`src/rtl/cmdring_pkg.sv`:
```
package cmdring_pkg;
  localparam int HALF_W     = 16;
  localparam int PTR_W      = 2 * HALF_W;
  localparam int NUM_PTR    = 8;
  localparam int IDX_W      = $clog2(NUM_PTR);
  localparam int ADDR_W     = IDX_W + 2;
  localparam int ALIGN_LOG2 = 5;
  localparam int STEP       = 1 << ALIGN_LOG2;

  localparam int IX_BASE = 0;
  localparam int IX_LAST = 1;
  localparam int IX_WP   = 2;
  localparam int IX_RP   = 3;
  localparam int IX_DIST = 4;
  localparam int IX_HIWM = 5;
  localparam int IX_LOWM = 6;
  localparam int IX_BRK  = 7;

  localparam logic [ADDR_W-1:0] A_CTRL     = ADDR_W'(5'h10);
  localparam logic [ADDR_W-1:0] A_STAT     = ADDR_W'(5'h11);
  localparam logic [ADDR_W-1:0] A_OCC_LO   = ADDR_W'(5'h12);
  localparam logic [ADDR_W-1:0] A_OCC_HI   = ADDR_W'(5'h13);
  localparam logic [ADDR_W-1:0] A_CPV      = ADDR_W'(5'h1F);

  // Mask applied to low-half writes of register idx.
  function automatic logic [HALF_W-1:0] low_mask_for(input int idx);
    logic [HALF_W-1:0] align;
    align = ~HALF_W'((1 << ALIGN_LOG2) - 1);
    return (idx == IX_HIWM || idx == IX_LOWM) ? '1 : align;
  endfunction

  // Next ring slot: fold to start when at the last slot.
  function automatic logic [PTR_W-1:0] next_slot(input logic [PTR_W-1:0] cur,
                                                 input logic [PTR_W-1:0] start,
                                                 input logic [PTR_W-1:0] last);
    return (cur == last) ? start : cur + PTR_W'(STEP);
  endfunction

  // Bytes outstanding between consumer and producer, wrap compensated.
  function automatic logic [PTR_W-1:0] ring_occupancy(input logic [PTR_W-1:0] prod,
                                                      input logic [PTR_W-1:0] cons,
                                                      input logic [PTR_W-1:0] start,
                                                      input logic [PTR_W-1:0] last);
    if (prod >= cons) return prod - cons;
    return (last - cons) + (prod - start) + PTR_W'(STEP);
  endfunction
endpackage

```
`src/rtl/cmdring_half_reg.sv`:
```
module cmdring_half_reg #(
  parameter int HALF_W = 16,
  parameter logic [HALF_W-1:0] LO_MASK = '1
) (
  input  logic                clk,
  input  logic                rst,
  input  logic                wr_lo,
  input  logic                wr_hi,
  input  logic [HALF_W-1:0]   wdata,
  input  logic                upd_en,
  input  logic [2*HALF_W-1:0] upd_val,
  output logic [2*HALF_W-1:0] q
);
  always_ff @(posedge clk) begin
    if (rst)         q <= '0;
    else if (wr_lo)  q <= {q[2*HALF_W-1:HALF_W], wdata & LO_MASK};
    else if (wr_hi)  q <= {wdata, q[HALF_W-1:0]};
    else if (upd_en) q <= upd_val;
  end
endmodule

```
`src/rtl/cmdring_engine.sv`:
```
module cmdring_engine
  import cmdring_pkg::*;
(
  input  logic [PTR_W-1:0] base_q,
  input  logic [PTR_W-1:0] last_q,
  input  logic [PTR_W-1:0] wp_q,
  input  logic [PTR_W-1:0] rp_q,
  input  logic [PTR_W-1:0] dist_q,
  input  logic             burst_take,
  input  logic             consume_take,
  output logic [PTR_W-1:0] wp_next,
  output logic [PTR_W-1:0] rp_next,
  output logic [PTR_W-1:0] dist_next,
  output logic             dist_chg,
  output logic             full_now,
  output logic [PTR_W-1:0] occupancy
);
  always_comb begin
    wp_next   = next_slot(wp_q, base_q, last_q);
    rp_next   = next_slot(rp_q, base_q, last_q);
    dist_chg  = burst_take ^ consume_take;
    dist_next = burst_take ? dist_q + PTR_W'(STEP) : dist_q - PTR_W'(STEP);
    full_now  = (dist_q == last_q - base_q);
    occupancy = ring_occupancy(wp_q, rp_q, base_q, last_q);
  end
endmodule

```
`src/rtl/cmdring_rd_mux.sv`:
```
module cmdring_rd_mux
  import cmdring_pkg::*;
#(
  parameter int CPV_VALUE = 4
) (
  input  logic [ADDR_W-1:0]             addr,
  input  logic [NUM_PTR-1:0][PTR_W-1:0] ptrs,
  input  logic                          link_q,
  input  logic                          ovf_q,
  input  logic [PTR_W-1:0]              occupancy,
  output logic [HALF_W-1:0]             rdata
);
  logic [PTR_W-1:0] sel;
  always_comb begin
    sel   = ptrs[addr[IDX_W:1]];
    rdata = '0;
    if (!addr[ADDR_W-1]) begin
      rdata = addr[0] ? sel[PTR_W-1:HALF_W] : sel[HALF_W-1:0];
    end else begin
      case (addr)
        A_CTRL:   rdata = {{(HALF_W-1){1'b0}}, link_q};
        A_STAT:   rdata = {{(HALF_W-1){1'b0}}, ovf_q};
        A_OCC_LO: rdata = occupancy[HALF_W-1:0];
        A_OCC_HI: rdata = occupancy[PTR_W-1:HALF_W];
        A_CPV:    rdata = HALF_W'(CPV_VALUE);
        default:  rdata = '0;
      endcase
    end
  end
endmodule

```
`src/rtl/cmdring_regs.sv`:
```
module cmdring_regs
  import cmdring_pkg::*;
#(
  parameter int CPV_VALUE = 4
) (
  input  logic              clk,
  input  logic              rst,
  input  logic              reg_wr,
  input  logic [ADDR_W-1:0] reg_addr,
  input  logic [HALF_W-1:0] reg_wdata,
  output logic [HALF_W-1:0] reg_rdata,
  input  logic              burst_in,
  input  logic              consume_in,
  output logic              dist_rst_pulse,
  output logic              pipe_rst_pulse
);
  logic [NUM_PTR-1:0][PTR_W-1:0] ptrs;
  logic [NUM_PTR-1:0]            wr_lo, wr_hi, upd_en;
  logic [NUM_PTR-1:0][PTR_W-1:0] upd_val;
  logic [PTR_W-1:0] wp_next, rp_next, dist_next, occupancy;
  logic             dist_chg, full_now;
  logic             link_q, ovf_q;
  logic             ptr_space;

  // Named internal events
  logic burst_take, consume_take, overflow_evt;

  assign ptr_space    = reg_wr && !reg_addr[ADDR_W-1];
  assign burst_take   = burst_in && link_q;
  assign consume_take = consume_in && (ptrs[IX_DIST] != '0);
  assign overflow_evt = burst_take && full_now;

  for (genvar gi = 0; gi < NUM_PTR; gi++) begin : g_ptr
    assign wr_lo[gi] = ptr_space && (reg_addr[IDX_W:1] == IDX_W'(gi)) && !reg_addr[0];
    assign wr_hi[gi] = ptr_space && (reg_addr[IDX_W:1] == IDX_W'(gi)) &&  reg_addr[0];
    cmdring_half_reg #(
      .HALF_W (HALF_W),
      .LO_MASK(low_mask_for(gi))
    ) u_reg (
      .clk    (clk),
      .rst    (rst),
      .wr_lo  (wr_lo[gi]),
      .wr_hi  (wr_hi[gi]),
      .wdata  (reg_wdata),
      .upd_en (upd_en[gi]),
      .upd_val(upd_val[gi]),
      .q      (ptrs[gi])
    );
  end

  cmdring_engine u_engine (
    .base_q      (ptrs[IX_BASE]),
    .last_q      (ptrs[IX_LAST]),
    .wp_q        (ptrs[IX_WP]),
    .rp_q        (ptrs[IX_RP]),
    .dist_q      (ptrs[IX_DIST]),
    .burst_take  (burst_take),
    .consume_take(consume_take),
    .wp_next     (wp_next),
    .rp_next     (rp_next),
    .dist_next   (dist_next),
    .dist_chg    (dist_chg),
    .full_now    (full_now),
    .occupancy   (occupancy)
  );

  always_comb begin
    upd_en           = '0;
    upd_val          = '0;
    upd_en[IX_WP]    = burst_take;
    upd_val[IX_WP]   = wp_next;
    upd_en[IX_RP]    = consume_take;
    upd_val[IX_RP]   = rp_next;
    upd_en[IX_DIST]  = dist_chg;
    upd_val[IX_DIST] = dist_next;
  end

  always_ff @(posedge clk) begin
    if (rst) begin
      link_q         <= 1'b0;
      ovf_q          <= 1'b0;
      dist_rst_pulse <= 1'b0;
      pipe_rst_pulse <= 1'b0;
    end else begin
      if (reg_wr && reg_addr == A_CTRL) link_q <= reg_wdata[0];
      if (overflow_evt) ovf_q <= 1'b1;
      dist_rst_pulse <= wr_hi[IX_DIST];
      pipe_rst_pulse <= wr_hi[IX_DIST] &&
                        ({reg_wdata, ptrs[IX_DIST][HALF_W-1:0]} == '0);
    end
  end

  cmdring_rd_mux #(.CPV_VALUE(CPV_VALUE)) u_rd (
    .addr     (reg_addr),
    .ptrs     (ptrs),
    .link_q   (link_q),
    .ovf_q    (ovf_q),
    .occupancy(occupancy),
    .rdata    (reg_rdata)
  );
endmodule

```
`config.mk`:
```
export PLATFORM = sky130hd
export DESIGN_NAME = cmdring_regs
export DESIGN_NICKNAME = d
export VERILOG_FILES = /design/src/rtl/cmdring_pkg.sv /design/src/rtl/cmdring_half_reg.sv /design/src/rtl/cmdring_engine.sv /design/src/rtl/cmdring_rd_mux.sv /design/src/rtl/cmdring_regs.sv
export SDC_FILE = /design/constraint.sdc
export NUM_CORES = 1
export LEC_CHECK = 0
export BUFFER_PORTS_ARGS = -buffer_cell sky130_fd_sc_hd__buf_2
export CAP_MARGIN = 30
export CORE_MARGIN = 5
export CORE_UTILIZATION = 25
export CTS_CLUSTER_DIAMETER = 80
export CTS_CLUSTER_SIZE = 16
export DETAILED_ROUTE_END_ITERATION = 10
export GPL_ROUTABILITY_DRIVEN = 0
export PLACE_DENSITY_LB_ADDON = 0.1
export SYNTH_ARGS = -nofsm -noshare
export SYNTH_HDL_FRONTEND = slang
export SYNTH_SLANG_ARGS = --single-unit
```
`constraint.sdc`:
```
create_clock -name clk -period 4 [get_ports clk]
set_input_delay 0.2 -clock clk [delete_from_list [all_inputs] [get_ports clk]]
set_output_delay 0.2 -clock clk [all_outputs]
set_load 0.1 [all_outputs]
```
### Word level (Yosys, flattened, before mapping)

Index checks and enable logic that the tools add are counted.
W data, S select, Z words.

| operators by class | value |
|---|---|
| bitwise logic cells | 12 |
| multiplexer cells | 25 |
| $lt $le $gt $ge | 2 |
| reductions and logical operators | 58 |
| add/sub/neg operators | 10 |
| equal/unequal tests | 18 |

Operators with widths:

| kind | number |
|---|---|
| $mux W32 | 12 |
| $mux W16 | 10 |
| $add A32 B6 Y32 const B | 4 |
| $sub A32 B32 Y32 | 4 |
| $bmux W32 S3 | 1 |
| $eq A32 B32 Y1 | 3 |
| $pmux W16 S5 | 1 |
| $add A32 B32 Y32 | 1 |
| $ge A32 B32 Y1 | 1 |
| $logic_not A32 Y1 | 1 |
| $reduce_bool A32 Y1 | 1 |
| $sub A32 B6 Y32 const B | 1 |
| $logic_and A1 B1 Y1 | 30 |
| $reduce_and A2 Y1 | 14 |
| $eq A5 B5 Y1 const B | 5 |
| $eq A3 B3 Y1 const B | 4 |
| $reduce_bool A2 Y1 | 6 |
| $not A1 Y1 | 11 |
| $eq A3 B2 Y1 const B | 2 |
| $ne A2 B1 Y1 const B | 3 |
| $reduce_or A2 Y1 | 3 |
| $lt A3 B4 Y1 const B | 1 |
| $eq A3 B1 Y1 const B | 1 |
| $logic_not A3 Y1 | 1 |
| 3 further kinds | 4 |

| storage, ports and cells | value |
|---|---|
| bits in registers | 245 |
| output and inout bits | 18 |
| word-level logic and storage cells | 148 |
| input port bits | 26 |

### Longest topological paths before layout

Gate-level depths: netlist of run 1.

| depth | value |
|---|---|
| depth after elaboration | 6 |
| gate-level depth with buffers | 17 |
| gate-level depth less buffers | 17 |

### By module

From an unflattened synthesis of run 1, not the netlist that was laid out.

| second synthesis, totals | value |
|---|---|
| cell total of the unflattened synthesis | 3086 |
| area total of the unflattened synthesis | 25756.0 um^2 |

Modules (own cells, without submodules):

| module | area an instance (um^2) | times used | sequential area each (um^2) | cells each |
|---|---|---|---|---|
| cmdring_engine | 10953.0 | 1 | 0.0 | 1539 |
| cmdring_half_reg at g_ptr[0].u_reg ... | 1476.4 | 6 | 640.6 | 148 |
| cmdring_half_reg at g_ptr[5].u_reg ... | 1621.6 | 2 | 640.6 | 178 |
| cmdring_rd_mux | 2317.2 | 1 | 0.0 | 246 |
| cmdring_regs | 384.1 | 1 | 80.1 | 57 |

### Worst setup path before layout of run 1

No wires, ideal clock.

| path | value |
|---|---|
| path kind | reg-to-output |
| start | register g_ptr[3].u_reg.q[5] |
| end | output port reg_rdata[1] |
| stages on the path, launching flop included | 15 |
| path slack | -1.733 ns |
| path buffers | 0 |
| data required time | 3.800 ns |
| data arrival time | 5.533 ns |
| path through | dfxtp_1 > ha_1 > fa_1 > inv_1 > fa_1 > ha_1 > nor2b_1 > o31a_1 > o31a_1 > nor3_1 > o21ai_0 > a21o_1 > a21oi_1 > xor2_1 > o21ai_0 |

| on the way | value |
|---|---|
| longest elaborated chain between the ends | 6 |
| elaborated cells between the ends (all ways) | 10 |
| classes of those cells | add/sub (4); order compare (1); mux (5) |

RTL lines:

| element | RTL line | RTL |
|---|---|---|
| start: declaration | cmdring_half_reg.sv:12 | `output logic [2*HALF_W-1:0] q` |
| start signal: assignment | cmdring_half_reg.sv:16 | `else if (wr_lo) q <= {q[2*HALF_W-1:HALF_W], wdata & LO_MASK};` |
| start signal: assignment | cmdring_half_reg.sv:17 | `else if (wr_hi) q <= {wdata, q[HALF_W-1:0]};` |
| start signal: assignment | cmdring_half_reg.sv:18 | `else if (upd_en) q <= upd_val;` |
| $sub A32 B32 Y32 | cmdring_pkg.sv:45 | `return (last - cons) + (prod - start) + PTR_W'(STEP);` |
| $add A32 B32 Y32 | cmdring_pkg.sv:45 |  |
| $add A32 B6 Y32 | cmdring_pkg.sv:45 |  |
| $mux W32 * | cmdring_pkg.sv:45 |  |
| $pmux W16 S5 * | cmdring_rd_mux.sv:20 | `case (addr)` |
| $mux W16 * | cmdring_rd_mux.sv:17 | `if (!addr[ADDR_W-1]) begin` |
| end: declaration | cmdring_regs.sv:11 | `output logic [HALF_W-1:0] reg_rdata,` |

Mark *: on every way between the ends. The rest lies on a longest branch, timed or not. The select of a mux whose other input is x is not followed.

### Worst setup path after layout of run 1

| path | value |
|---|---|
| start | register g_ptr[0].u_reg.q[10] |
| end | output port reg_rdata[15] |

| on the way | value |
|---|---|
| longest elaborated chain between the ends | 6 |

RTL lines:

| element | RTL line |
|---|---|
| start: declaration | cmdring_half_reg.sv:12 |
| start signal: assignment | cmdring_half_reg.sv:16 |
| start signal: assignment | cmdring_half_reg.sv:17 |
| start signal: assignment | cmdring_half_reg.sv:18 |
| $sub A32 B32 Y32 | cmdring_pkg.sv:45 |
| $add A32 B32 Y32 | cmdring_pkg.sv:45 |
| $add A32 B6 Y32 | cmdring_pkg.sv:45 |
| $mux W32 | cmdring_pkg.sv:45 |
| $pmux W16 S5 | cmdring_rd_mux.sv:20 |
| $mux W16 | cmdring_rd_mux.sv:17 |

No other way between the ends.

==> results of run 1 <==
==> Yosys cell counts, types with 60 or more instances <==
cell      number  share of area
clkbuf_1     146          0.026
nand2_1      419          0.073
xor2_1        88          0.036
a21oi_1      282          0.066
nor2_1       227          0.040
a211oi_1      60          0.021
o21ai_0       96          0.022
dfxtp_1      240           0.22
xnor2_1      129          0.053
inv_1        172          0.030
mux4_2        64          0.067
ha_1         147          0.086
==> path summary, 6_finish.rpt <==
path,startpoint,to,cells past startpoint
max,g_ptr[0].u_reg.q[10]$_SDFFE_PP0P_,reg_rdata[15],16
min reg2reg,g_ptr[2].u_reg.q[4]$_SDFFE_PP0P_,g_ptr[2].u_reg.q[4]$_SDFFE_PP0P_,2
max reg2reg,link_q$_SDFFE_PP0P_,g_ptr[4].u_reg.q[30]$_SDFFE_PP0P_,12
min,reg_wr,link_q$_SDFFE_PP0P_,4
==> layer usage <==
| metal | wire, µm | vias to the layer above | GRT usage |
|---|---|---|---|
| li1 | - | 10190 | - |
| met1 | 47010 | 10800 | 0.3054 |
| met2 | 45650 | 727 | 0.3456 |
| met3 | 5332 | 160 | 0.02055 |
| met4 | 4606 | 0 | 0.08559 |
| met5 | 0 | - | 0 |
==> area by class of cell <==
cell class,count,area [µm²]
diodes,1,2.502
clock buffers,30,706.9
clock inverters,17,185.2
fillers,9074,58490
inverters,173,649.4
multi-input cells,2160,16090
flip-flops and latches,240,4831
well taps,1144,1431
repair buffers,355,2894
==> logic make-up after synthesis <==
kind of cell,synth area share
multiplexers,0.07738
AO/OA/AOI/OAI,0.2134
AND/OR/NAND/NOR,0.1966
flip-flops,0.2236
XOR/XNOR,0.08949
buffers and inverters,0.06177
adder cells (fa/ha/maj),0.1378
==> metrics by stage <==
stage	total power (µW)	std cells	cell area [µm²]	worst slack [ps]	hold WS, ps
floorplan	7630	2748	21700	-84.13	369.2
global placement	10410	4056	25180	-452.3	438.0
detailed placement	10420	4058	25200	-497.4	443.5
CTS	13650	4116	26600	-753.7	22.30
global route	14680	4119	26790	-856.5	60.90
finish	13830	4120	26790	-706.9	59.47
==> repair_timing <==
| action | 4_1_cts | 5_1_grt |
|---|---|---|
| endpoints found under the setup margin | 16 | 17 |
| pin swaps | 45 | 46 |
| setup buffers | 11 | 4 |
| resized for setup | 100 | 40 |
==> registers in the layout, summed over array words and instances (netlist names) <==
register        flops
g_ptr.u_reg.q     236
dist_rst_pulse      1
ovf_q               1
pipe_rst_pulse      1
link_q              1
==> power groups by stage <==
stage | Combinational [µW] | Clock [µW] | Sequential, µW
2_1_floorplan | 4860 | 0 | 2770
3_3_place_gp | 7490 | 0 | 2920
3_5_place_dp | 7490 | 0 | 2930
4_1_cts | 8080 | 2690 | 2880
5_1_grt | 9000 | 2790 | 2900
6_report | 8310 | 2640 | 2880
==> critical path, stage by stage, from the launching register on <==
cell and delay, ps:
dfxtp_1 330, fa_1 560, inv_2 50, fa_1 550, ha_4 230, ha_4 230, a211oi_4 280, nor2_2 70
or3_4 340, o21a_4 240, a21oi_4 140, buf_4 120, a21oi_2 60, a31oi_1 210, xnor2_1 120, o221ai_4 200
buf_12 200
==> results.tsv, run 1 <==
metric	value	unit
cp-end-kind	primary output	
cts.clk_slew.worst_paths	70	ps
postRouteAntennaNets	0	
hp-class	input pin to flop	
final_util	0.3142	
portBuffers	43	
numCtsBuffers	26	
ys.flop_type	dfxtp_1	
rsz0062_at_grt	true	
arrival	4510	ps
insertion_delay	580	ps
power.density	516.1	nW/µm²
wl	102600	µm
slew-limit-headroom	0.4473	
initial_core_util	0.2520	
dp_hpwl	79670	µm
crit_fanout	2	
hold_violations	0	
synthCells	2748	
cts_root_buffer	clkbuf_16	
cap_violations	0	
grt_first_pass_wirelength	149500	µm
comb_power_share	0.601	
async_flop_share	0	
setup_viol	16	
worstMarginPinSlew	829.0	ps
status	complete, but fails checks	
vias	21880	
pwr-share-clk	0.191	
die_h	303.2	µm
violations	setup timing	
cts_tree	done	
htree_num_levels	1	
rows	107	
wire_per_inst	24.90	µm
switchingPower	6183	µW
crit_type	flop to primary output	
grt.overflow.total	0	
syn_area	21490	µm²
swShare	0.4472	
mostFrequentLayoutCell	nand2_1	
synth-seq-area-share	0.2236	
synth_enable_flop_cells	0	
vias_per_cell	5.311	
grt_max_degree	80	
drive_above_1_share	0.2064	
clock-sinks	240	
cts.path.max_buffers	3	
yosysWarnings	0	
die_x	303.2	µm
ios	44	
syn_to_final_growth	24.67	%
grt_pass1_vias	21490	
post-route-period-util	1.177	
clock_skew	22.95	ps
r2r_slack	440	ps
syn_area_per_cell	7.820	µm²
startpoint_type	flop	
yosysUniqueCellTypes	80	
required	3800	ps
p_leak	0.01042	µW
synth_seq_cells	240	
core	85280	µm²
drtPass1Iterations	6	
finalSetupTns	-8765	ps
drt_iter0_drc	2048	
final_cell_mix	nand2_1 (417), buf_4 (300), a21oi_1 (267)	
setup_ws	-706.9	ps
fin_nets	3185	
finalCriticalPeriod	4707	ps
ir_drop	0.0004207	V
remaining_drc_errors	0	
power_frac_seq	0.208	
antenna_found_initial	2	
max_clock_freq	212.5	MHz
die-area	91930	µm²
grtUsageTotal	0.2175	
synth_nets	2977	
maxSlewViolCount	0	
holdBufCountCts	0	
p_int	7644	µW
Power figures use the tool's default switching activity.
==> run 2: changes to the inputs <==
SYNTH_HIERARCHICAL = 1   (was not set)
==> run 2 against run 1 <==
Compared with the run above: the flow still finishes with violations (setup timing); global-route usage increased by 1.1 points; sequential cell count grew 20; maximum frequency fell by 18%; non-clock buffer count grew 115; critical path type unchanged; largest cell class unchanged; highest routed layer is now met5.
==> results.tsv, run 2 <==
metric	value	unit
portBuffers	43	
whs_path_depth	3	
slew-limit-headroom	0.1535	
setup_ws	-1739	ps
synth-seq-area-share	0.2021	
clock_skew	48.35	ps
r2r_cells	16	
final_area	32330	µm²
async_flop_share	0	
synth_xor_area_frac	0.08263	
syn_to_final_growth	25.54	%
hp-class	input pin to flop	
required	3800	ps
rsz0062_at_grt	true	
htree_num_levels	1	
synthMuxAreaShare	0.1053	
vias_per_cell	5.048	
fin_cells	4972	
antenna_found_initial	10	
violations	setup timing	
yosys.area.top_type_share	0.2021	
grt_first_pass_wirelength	181300	µm
ios	44	
startpoint_type	flop	
initial_core_util	0.2524	
r2r_end	ovf_q$_SDFFE_PP0P_	
cts.clk_slew.worst_paths	90	ps
setup_viol	16	
yosysTopAreaCell	dfxtp_1	
cp_cell_sequence	fa_1 > inv_2 > fa_1 > ha_4 > buf_6 > fa_2 > a211o_1 > o211ai_1 > a21oi_2 > a41o_4 > a31o_4 > a21oi_4 > buf_6 > o21ai_4 > xor2_1 > nor2_1 > a21oi_2 > a222oi_1 > nand3_4 > buf_12	
synthSimpleGateAreaFrac	0.1424	
critPathBufInv	4	
placed_cell_area	30740	µm²
dp.cells	4913	
vias	25100	
synth_compound_area_frac	0.2505	
die_x	331.0	µm
grtUsageTotal	0.2286	
cpMaxStageDelayCell	fa_1	
hold_violations	0	
ir_drop	0.0003087	V
synth_most_common_cell	a21oi_1	
synthAdderAreaFrac	0.1234	
die-area	109500	µm²
yosys-top-cells-area	dfxtp_1 (20%), a21oi_1 (7.4%), ha_1 (7.3%)	
syn_area_per_cell	8.346	µm²
synthCells	3086	
cts.path.max_buffers	3	
r2r_slack	250	ps
largest_register_ffs	256	
finalHoldWorstSlack	77.34	ps
cts_root_buffer	clkbuf_16	
insertion_delay	630	ps
numCtsBuffers	28	
yosysUniqueCellTypes	93	
crit_fanout	3	
synth_enable_flop_cells	0	
power.density	449.5	nW/µm²
crit_type	flop to primary output	
p_leak	0.01406	µW
dp_hpwl	101500	µm
status	complete, but fails checks	
grt.overflow.total	0	
wire_per_inst	25.90	µm
cp-end-kind	primary output	
core	102000	µm²
fin_nets	3823	
maxSlewViolCount	0	
drtPass1Iterations	6	
drt_iter0_drc	2278	
remaining_drc_errors	0	
worstMarginPinSlew	1264	ps
grt_max_degree	102	
arrival	5540	ps
cp.depth	20	
finalCriticalPeriod	5739	ps
synth_top_family_by_area	compound AO/OA/AOI/OAI gates	
synth_seq_cells	260	
die_h	331.0	µm
critical_path.top_delay_family	compound AO/OA/AOI/OAI gates	
post-route-period-util	1.435	
worstHoldStart	reg_addr[4]	
cts_tree	done	
rr_startpoint	g_ptr[1].u_reg/q[0]$_SDFFE_PP0P_	
max_clock_freq	174.3	MHz
cap_violations	0	
synth_common_cells	a21oi_1 (382), inv_1 (294), dfxtp_1 (260), nand2_1 (248), nor2_1 (234)	
syn_area	25760	µm²
drive_above_1_share	0.2476	
mostFrequentLayoutCell	buf_4	
grt_pass1_vias	24110	
clock-sinks	260	
final_cell_mix	buf_4 (408), a21oi_1 (374), inv_1 (290)	
slowest_delay	560	ps
rows	117	
wl	128800	µm
finalSetupTns	-24640	ps
ys.flop_type	dfxtp_1	
yosysWarnings	6	
postRouteAntennaNets	0	
min_to	link_q$_SDFFE_PP0P_	
regMostFlops	g_ptr.u_reg/q	
## run 2: cell types whose count changed after synthesis, moves of 37 or more
cell / before / now
mux2_2: 1 / 38
inv_1: 172 / 294
xnor2_1: 129 / 176
nand2_1: 419 / 248
a221oi_1: 55 / 1
o221a_2: 0 / 97
clkbuf_1: 146 / 60
a211oi_1: 60 / 16
o21a_1: 24 / 90
mux2i_1: 21 / 97
a21oi_1: 282 / 382
## run 2: kinds of logic (layout without fill, tap and decap cells)
logic type,after synthesis,in the layout
flops,260,260
xor+xnor,243,243
simple gates,772,772
other cells,1,175
mux,204,204
compound gates,921,921
buf+inv,470,814
fa+ha+maj,215,215
## run 2: per-layer routing
metal,track usage,vias to the layer above,share of wire
met4,0.05612,2,0.029
met2,0.3540,832,0.43
li1,-,11850,-
met5,0,-,0.000054
met1,0.3241,12270,0.46
met3,0.05031,142,0.081
## run 2: per-stage QoR
step	total power [µW]	setup WS [ps]	util
after floorplan	7531	-1144	-
after global placement	11200	-1450	0.3008
after detailed placement	11110	-1468	0.3013
after CTS	14310	-1802	0.3142
after global routing	15350	-1938	0.3169
final	14540	-1739	0.3169
## run 2: worst max-delay path by stage
stage | startpoint | endpoint | slack [ps]
global placement | g_ptr[1].u_reg/q[4]$_SDFFE_PP0P_ | reg_rdata[15] | -1450
floorplan | g_ptr[1].u_reg/q[2]$_SDFFE_PP0P_ | reg_rdata[14] | -1140
detailed placement | g_ptr[1].u_reg/q[3]$_SDFFE_PP0P_ | reg_rdata[3] | -1470
global route | g_ptr[1].u_reg/q[2]$_SDFFE_PP0P_ | reg_rdata[10] | -1940
CTS | g_ptr[0].u_reg/q[3]$_SDFFE_PP0P_ | reg_rdata[4] | -1800
finish | g_ptr[0].u_reg/q[3]$_SDFFE_PP0P_ | reg_rdata[4] | -1740
## run 2: final cells by class
type | instances | area (µm²)
sequential | 260 | 5215
antenna | 2 | 5.005
tap | 1368 | 1712
timing repair buffer | 470 | 3851
clock inverter | 18 | 190.2
clock buffer | 32 | 735.7
multi-input combinational | 2528 | 19520
inverter | 294 | 1104
fill | 11010 | 69700
## run 2: worst reg2reg max path, stage by stage, from the launching register on
cell and delay [ps]:
dfxtp_1 360, buf_4 160, inv_1 50, ha_1 200, fa_2 380, nor2b_2 160
o2111ai_2 180, nand3_1 170, or3b_1 400, nand4_1 110, o2111ai_1 120, a311o_1 370
nor4_1 450, nand4_1 210, nor4_2 180, a21oi_1 90, nor2_1 80
## run 2: where the power goes
group	switching (µW)	internal [µW]
combinational	4870	3740
clock	1370	1430
sequential	312	2810
total	6560	7970
## run 2: repair_timing
item                                    4_1_cts  5_1_grt
hold buffers                                  2        0
endpoints found under the hold margin         1        0
pin swaps                                    57       31
endpoints found under the setup margin       16       17
resized for setup                            74       47
buffers inserted                              5        4
